`src/rtl/sget_pkg.sv`:
```
package sget_pkg;

    localparam logic [4:0] EC_PRIV   = 5'b00111;
    localparam logic [4:0] EC_STREAM = 5'b00000;

    typedef enum logic {
        ST_IDLE,
        ST_WAIT
    } sget_state_e;

    typedef struct packed {
        logic       done;
        logic       abort;
        logic       rd_we;
        logic       carry_we;
        logic       carry_val;
        logic       serr_set;
        logic       exc_valid;
        logic [4:0] exc_code;
        logic [3:0] exc_ess;
    } sget_flags_t;

    function automatic logic [3:0] clamp_link(input logic [3:0] raw, input int unsigned n);
        return (32'(raw) >= n) ? 4'd0 : raw;
    endfunction

endpackage

```
`src/rtl/sget_link_mux.sv`:
```
module sget_link_mux #(
    parameter int N_LINKS = 4,
    parameter int DATA_W  = 32
) (
    input  logic [N_LINKS*DATA_W-1:0] s_tdata,
    input  logic [N_LINKS-1:0]        s_tvalid,
    input  logic [N_LINKS-1:0]        s_tlast,
    input  logic [3:0]                sel,
    output logic                      link_v,
    output logic                      link_l,
    output logic [DATA_W-1:0]         link_d
);
    logic [DATA_W-1:0] words [N_LINKS];

    for (genvar k = 0; k < N_LINKS; k++) begin : g_word
        assign words[k] = s_tdata[k*DATA_W +: DATA_W];
    end

    always_comb begin
        link_v = 1'b0;
        link_l = 1'b0;
        link_d = '0;
        for (int k = 0; k < N_LINKS; k++) begin
            if (sel == 4'(k)) begin
                link_v = s_tvalid[k];
                link_l = s_tlast[k];
                link_d = words[k];
            end
        end
    end
endmodule

```
`src/rtl/sget_ctrl.sv`:
```
module sget_ctrl
    import sget_pkg::*;
#(
    parameter int N_LINKS    = 4,
    parameter int STREAM_EXC = 1
) (
    input  logic        clk,
    input  logic        rst,
    input  logic        op_start,
    input  logic        op_nonblock,
    input  logic        op_ctrl,
    input  logic        op_exc_en,
    input  logic        op_atomic,
    input  logic        user_mode,
    input  logic [3:0]  idx_operand,
    input  logic        irq_req,
    input  logic        link_v,
    input  logic        link_l,
    output logic [3:0]  sel,
    output logic        fire,
    output logic        stall,
    output sget_flags_t flags
);
    localparam bit EXC_ON = (STREAM_EXC != 0);

    sget_state_e state_q;
    logic        nb_q, ctrl_q, exc_q, atomic_q;
    logic [3:0]  idx_q;

    logic       start_new, in_wait, active, priv, mism, exc, complete, abort, go_wait;
    logic       cur_nb, cur_ctrl, cur_exc;
    logic [3:0] cur_idx;

    always_comb begin
        start_new = (state_q == ST_IDLE) && op_start;
        in_wait   = (state_q == ST_WAIT);
        cur_idx   = in_wait ? idx_q  : idx_operand;
        cur_nb    = in_wait ? nb_q   : op_nonblock;
        cur_ctrl  = in_wait ? ctrl_q : op_ctrl;
        cur_exc   = in_wait ? exc_q  : op_exc_en;
        sel       = clamp_link(cur_idx, N_LINKS);

        priv     = start_new && user_mode;
        active   = (start_new && !user_mode) || in_wait;
        mism     = link_v && (link_l != cur_ctrl);
        exc      = active && mism && cur_exc && EXC_ON;
        complete = active && (link_v || cur_nb);
        fire     = active && link_v && !exc;
        go_wait  = start_new && !user_mode && !op_nonblock && !link_v;
        abort    = in_wait && !link_v && irq_req && !atomic_q;

        flags.done      = priv || complete;
        flags.abort     = abort;
        flags.rd_we     = complete && !exc;
        flags.carry_we  = complete && cur_nb;
        flags.carry_val = link_v;
        flags.serr_set  = active && mism;
        flags.exc_valid = priv || exc;
        flags.exc_code  = priv ? EC_PRIV : EC_STREAM;
        flags.exc_ess   = cur_idx;
    end

    assign stall = in_wait;

    always_ff @(posedge clk) begin
        if (rst) begin
            state_q  <= ST_IDLE;
            nb_q     <= 1'b0;
            ctrl_q   <= 1'b0;
            exc_q    <= 1'b0;
            atomic_q <= 1'b0;
            idx_q    <= '0;
        end else begin
            if (start_new) begin
                nb_q     <= op_nonblock;
                ctrl_q   <= op_ctrl;
                exc_q    <= op_exc_en;
                atomic_q <= op_atomic;
                idx_q    <= idx_operand;
            end
            if (go_wait) begin
                state_q <= ST_WAIT;
            end else if (in_wait && (link_v || abort)) begin
                state_q <= ST_IDLE;
            end
        end
    end
endmodule

```
`src/rtl/sget_result_pipe.sv`:
```
module sget_result_pipe
    import sget_pkg::*;
#(
    parameter int DATA_W = 32,
    parameter int STAGES = 1
) (
    input  logic              clk,
    input  logic              rst,
    input  sget_flags_t       flags_in,
    input  logic [DATA_W-1:0] data_in,
    output sget_flags_t       flags_out,
    output logic [DATA_W-1:0] data_out
);
    sget_flags_t       f_q [STAGES];
    logic [DATA_W-1:0] d_q [STAGES];

    for (genvar k = 0; k < STAGES; k++) begin : g_stage
        if (k == 0) begin : g_first
            always_ff @(posedge clk) begin
                if (rst) begin
                    f_q[k] <= '0;
                    d_q[k] <= '0;
                end else begin
                    f_q[k] <= flags_in;
                    d_q[k] <= data_in;
                end
            end
        end else begin : g_next
            always_ff @(posedge clk) begin
                if (rst) begin
                    f_q[k] <= '0;
                    d_q[k] <= '0;
                end else begin
                    f_q[k] <= f_q[k-1];
                    d_q[k] <= d_q[k-1];
                end
            end
        end
    end

    assign flags_out = f_q[STAGES-1];
    assign data_out  = d_q[STAGES-1];
endmodule

```
`src/rtl/stream_get_unit.sv`:
```
module stream_get_unit
    import sget_pkg::*;
#(
    parameter int N_LINKS    = 4,
    parameter int DATA_W     = 32,
    parameter int STREAM_EXC = 1,
    parameter int AREA_OPT   = 0
) (
    input  logic                      clk,
    input  logic                      rst,
    input  logic                      op_start,
    input  logic                      op_nonblock,
    input  logic                      op_ctrl,
    input  logic                      op_exc_en,
    input  logic                      op_atomic,
    input  logic                      user_mode,
    input  logic [3:0]                idx_operand,
    input  logic                      irq_req,
    input  logic [N_LINKS*DATA_W-1:0] s_tdata,
    input  logic [N_LINKS-1:0]        s_tvalid,
    input  logic [N_LINKS-1:0]        s_tlast,
    output logic [N_LINKS-1:0]        s_tready,
    output logic                      stall,
    output logic                      op_done,
    output logic                      op_abort,
    output logic                      rd_we,
    output logic [DATA_W-1:0]         rd_data,
    output logic                      carry_we,
    output logic                      carry_val,
    output logic                      serr_set,
    output logic                      exc_valid,
    output logic [4:0]                exc_code,
    output logic [3:0]                exc_ess,
    output logic [DATA_W-1:0]         exc_data
);
    localparam int STAGES = (AREA_OPT != 0) ? 2 : 1;

    logic [3:0]        sel;
    logic              link_v, link_l, fire;
    logic [DATA_W-1:0] link_d, res_d;
    sget_flags_t       flags_c, flags_r;

    sget_link_mux #(.N_LINKS(N_LINKS), .DATA_W(DATA_W)) u_mux (
        .s_tdata(s_tdata), .s_tvalid(s_tvalid), .s_tlast(s_tlast),
        .sel(sel), .link_v(link_v), .link_l(link_l), .link_d(link_d)
    );

    sget_ctrl #(.N_LINKS(N_LINKS), .STREAM_EXC(STREAM_EXC)) u_ctrl (
        .clk(clk), .rst(rst), .op_start(op_start), .op_nonblock(op_nonblock),
        .op_ctrl(op_ctrl), .op_exc_en(op_exc_en), .op_atomic(op_atomic),
        .user_mode(user_mode), .idx_operand(idx_operand), .irq_req(irq_req),
        .link_v(link_v), .link_l(link_l), .sel(sel), .fire(fire),
        .stall(stall), .flags(flags_c)
    );

    sget_result_pipe #(.DATA_W(DATA_W), .STAGES(STAGES)) u_pipe (
        .clk(clk), .rst(rst), .flags_in(flags_c), .data_in(link_d),
        .flags_out(flags_r), .data_out(res_d)
    );

    always_comb begin
        s_tready = '0;
        for (int k = 0; k < N_LINKS; k++) begin
            if (fire && (sel == 4'(k))) s_tready[k] = 1'b1;
        end
    end

    assign op_done   = flags_r.done;
    assign op_abort  = flags_r.abort;
    assign rd_we     = flags_r.rd_we;
    assign rd_data   = res_d;
    assign carry_we  = flags_r.carry_we;
    assign carry_val = flags_r.carry_val;
    assign serr_set  = flags_r.serr_set;
    assign exc_valid = flags_r.exc_valid;
    assign exc_code  = flags_r.exc_code;
    assign exc_ess   = flags_r.exc_ess;
    assign exc_data  = res_d;
endmodule

```
`config.mk`:
```
export PLATFORM = sky130hd
export DESIGN_NAME = stream_get_unit
export DESIGN_NICKNAME = d
export VERILOG_FILES = /design/src/rtl/sget_pkg.sv /design/src/rtl/sget_link_mux.sv /design/src/rtl/sget_ctrl.sv /design/src/rtl/sget_result_pipe.sv /design/src/rtl/stream_get_unit.sv
export SDC_FILE = /design/constraint.sdc
export NUM_CORES = 1
export LEC_CHECK = 0
export ABC_AREA = 1
export ABC_CLOCK_PERIOD_IN_PS = 2600
export BUFFER_PORTS_ARGS = -buffer_cell sky130_fd_sc_hd__buf_2
export CORE_MARGIN = 4
export CORE_UTILIZATION = 43
export CTS_BUF_LIST = sky130_fd_sc_hd__clkbuf_16
export DETAILED_ROUTE_END_ITERATION = 8
export PLACE_DENSITY = 0.95
export SLEW_MARGIN = 10
export SYNTH_ARGS = -nofsm -noshare
export SYNTH_HDL_FRONTEND = slang
export SYNTH_SLANG_ARGS = --single-unit
```
`constraint.sdc`:
```
create_clock -name clk -period 2.6 [get_ports clk]
set_clock_uncertainty 0.05 [all_clocks]
set_input_delay 0.39 -clock clk [delete_from_list [all_inputs] [get_ports clk]]
set_output_delay 0.39 -clock clk [all_outputs]
set_load 0.1 [all_outputs]
```
==> results.md <==
- Status: complete, no violations
- WL final: 11200 µm
- Area contributors post-synth: dfxtp_1, nand2_1, buf_4
- Largest net degree at the start of global routing: 35
- Vias in the first global route: 3562
- Root buf cell: clkbuf_16
- Max transition margin: 64.0%
- CP Cell Sequence: inv_8, o21ai_4, buf_12, nand2_8, nor2_8, nand2_2, nand3b_1, inv_2, nand4_4, nand2_4, nor2_4, buf_12
- Gpl congestion: between 0.9 and 1
- Fin util: between 60 and 70%
- Worst path slowest cell: dfxtp_4
- Post-CTS Hold Buffers: 0
- Seq/Total Area, Yosys: a little over a third
- Gr ovfl total: 0
- Synthesis warning total: 0
- Global-route wire length before repair: 17200 µm
- Most numerous cell on the critical path: buf_12
- End of the worst hold path: u_ctrl.exc_q
- R2R Setup Slk: 700 ps
- Final Hold Vio Count: 0
- Worst R2R Start: u_ctrl.stall
- Worst Max-Slew Pin Slew: 534 ps
- Total GRT Usage: about a quarter
- Hold-critical path depth: 3
- Share of the synthesized area in the top cell type: between 30% and 40%
- CTS tree: yes
- Max_cap viols: 0
- Layout Nets: 746
- Hold_ws: 306 ps
- Biggest area consumer among synthesized cells: dfxtp_1
- Arr. time, crit path: 2100 ps
- Startpoint Class: flip-flop
- Placeable Area: ~0.0065 mm²
- DRC Markers: 0
- Via/cell ratio: around 5.5
- Synth Cell Area: 0.00295 mm²
- Post-synth top cells: nand2_1, dfxtp_1, buf_4
- Layout area overhead: 49.0%
- Buffers on Ports: 231
- Worst Reg-to-Reg Cells: 9
- Clk Latency, worst-skew pair: about 280 ps
- Post-synthesis area per instance: 7.44 µm²
- Post-synth EDFFs: 0
- # diodes: 0
- Htree depth: 2
- Die Ht: 90.8 µm
- Routed vias: 3688
- Buf/Inv on CP: 4
- DR pass1 iterations: 5
- Gate Count Post-Synth: slightly below 400
- Distinct cells, synth: 32
- CP Class: flip-flop to output port
- Final worst-path setup slack: between 60 and 70 ps
- Clk slew on worst S/H paths: 60 ps
- Finish-stage setup viols: 0
- Total Die Area: 0.00824 mm²
- Post-route ant nets: 0
- # IOs: 234
- Worst Path Required: 2160 ps
- Ys flop type: dfxtp_1
- Clk sinks: 53
- Crit-path leading delay family: simple AND/OR/NAND/NOR gates
- Number of CTS-inserted buffers: 5
- CP max stage delay: around 410 ps
- Wire per inst: 16.6 µm
- Most common cell in the netlist: nand2_1
- Share of cells above drive strength 1: 49.7%
- Crit path max fanout: 7
- Final Max Tran Viols: 0
- Initial DRC Count: 274
- Fmax achieved: roughly 0.39 GHz
- Crit. End Element: output port
- Crit Reg-Reg Endpoint: u_pipe.d_q[0][13]
- Pwr Density: 620 mW/mm²
- Starting Density: 45.3%
- Static leakage: 2.19 nW
- Min-delay src: op_exc_en
- Asr flop ratio synth: 0%
- Place WS: 121 ps
- Flops & latches, synth: 53
- # fillers: 506
- Final period utilization: 97.5%
- Worst IR Drop VDD: roughly 0.00033 V
- DP HPWL: 8400 µm
- RSZ-0062 raised after global routing: true
- Width of the chip: 90.8 µm
- Antenna violations before repair: 0
- HP Class: input port to flip-flop
- Row cnt: 29
- Clock tree buffer depth: 2
- Minimum clock period: 2540 ps
==> cells in the final DEF, fill, tap and decap left out, types with 2 or more instances in the layout <==
master	count
a21oi_1	11
buf_4	21
nor2_4	5
clkbuf_16	6
nand2_2	9
buf_2	227
nand3_2	2
o21ai_0	10
buf_12	6
nor2_1	9
conb_1	2
nand4_1	36
inv_1	22
nand2_4	6
clkinv_2	2
nand3_1	33
dfxtp_1	52
nand3_4	2
a41oi_1	31
nor2_8	2
nand2_1	86
nor3_1	2
buf_6	3
==> through the flow <==
stage / cells / instance area [µm²] / power, mW / setup TNS, ps
detailed placement: 652 / 4020 / 2.06 / 0
finish: 675 / 4390 / 2.72 / 0
CTS: 670 / 4250 / 2.71 / 0
floorplan: 397 / 3010 / 1.85 / -65.5
global placement: 652 / 4020 / 2.05 / 0
global route: 675 / 4390 / 2.83 / -194
==> kinds of logic after synthesis <==
group                  share of synthesized area, %
AND/OR/NAND/NOR                                32.9
buffers and inverters                          16.5
AO/OA/AOI/OAI                                  14.4
flip-flops                                     36.0
other                                         0.127
==> sequential cells by signal (all words and copies together) (netlist names) <==
register	cells
u_pipe.d_q	32
u_ctrl.stall	1
u_pipe.f_q	12
u_ctrl.idx_q	4
u_ctrl.ctrl_q	1
u_ctrl.atomic_q	1
u_ctrl.nb_q	1
u_ctrl.exc_q	1
==> final cells by class <==
type	instances	area, µm²	area share (%)
well taps	77	96.3	2.19
clock buffers	5	125	2.85
inverters	24	97.6	2.22
multi-input cells	255	1520	34.6
flip-flops and latches	53	1060	24.3
repair buffers	258	1470	33.6
clock inverters	3	13.8	0.314
==> worst min-delay path: stages <==
cell     delay [ps]
buf_2           100
inv_1            50
a21oi_1          50
==> worst max-delay path by stage <==
stage                 start     endpoint  slack, ps  depth (start not counted)
2_1_floorplan  u_ctrl.stall  s_tready[0]        -30                         11
3_3_place_gp   u_ctrl.stall  s_tready[1]        210                         12
3_5_place_dp   u_ctrl.stall  s_tready[0]        120                         12
4_1_cts        u_ctrl.stall  s_tready[2]          6                         13
5_1_grt        u_ctrl.stall  s_tready[2]        -60                         14
6_report       u_ctrl.stall  s_tready[2]         60                         12
==> per-layer routing <==
metal	routed length [µm]	global-route usage, %	vias up	share of wire (%)
met5	0	0	-	0
met4	251	9.44	0	2.2
met3	957	5.42	24	8.6
met1	4140	28.6	1687	37
met2	5830	46.1	232	52
li1	-	-	1745	-
==> what timing repair did <==
item                                   CTS  global route
endpoints found under the hold margin    0             0
pin swaps                                8            14
setup buffers                           10             4
resized for setup                        3            21
setup endpoints to repair                4             4
gates cloned                             0             1
==> report_power, final <==
part / total (mW) / internal [mW] / switching [mW]
combinational: 1.20 / 0.254 / 0.943
clock: 0.627 / 0.350 / 0.277
sequential: 0.898 / 0.871 / 0.0271
Note: power is estimated with default switching activity, not from simulation.
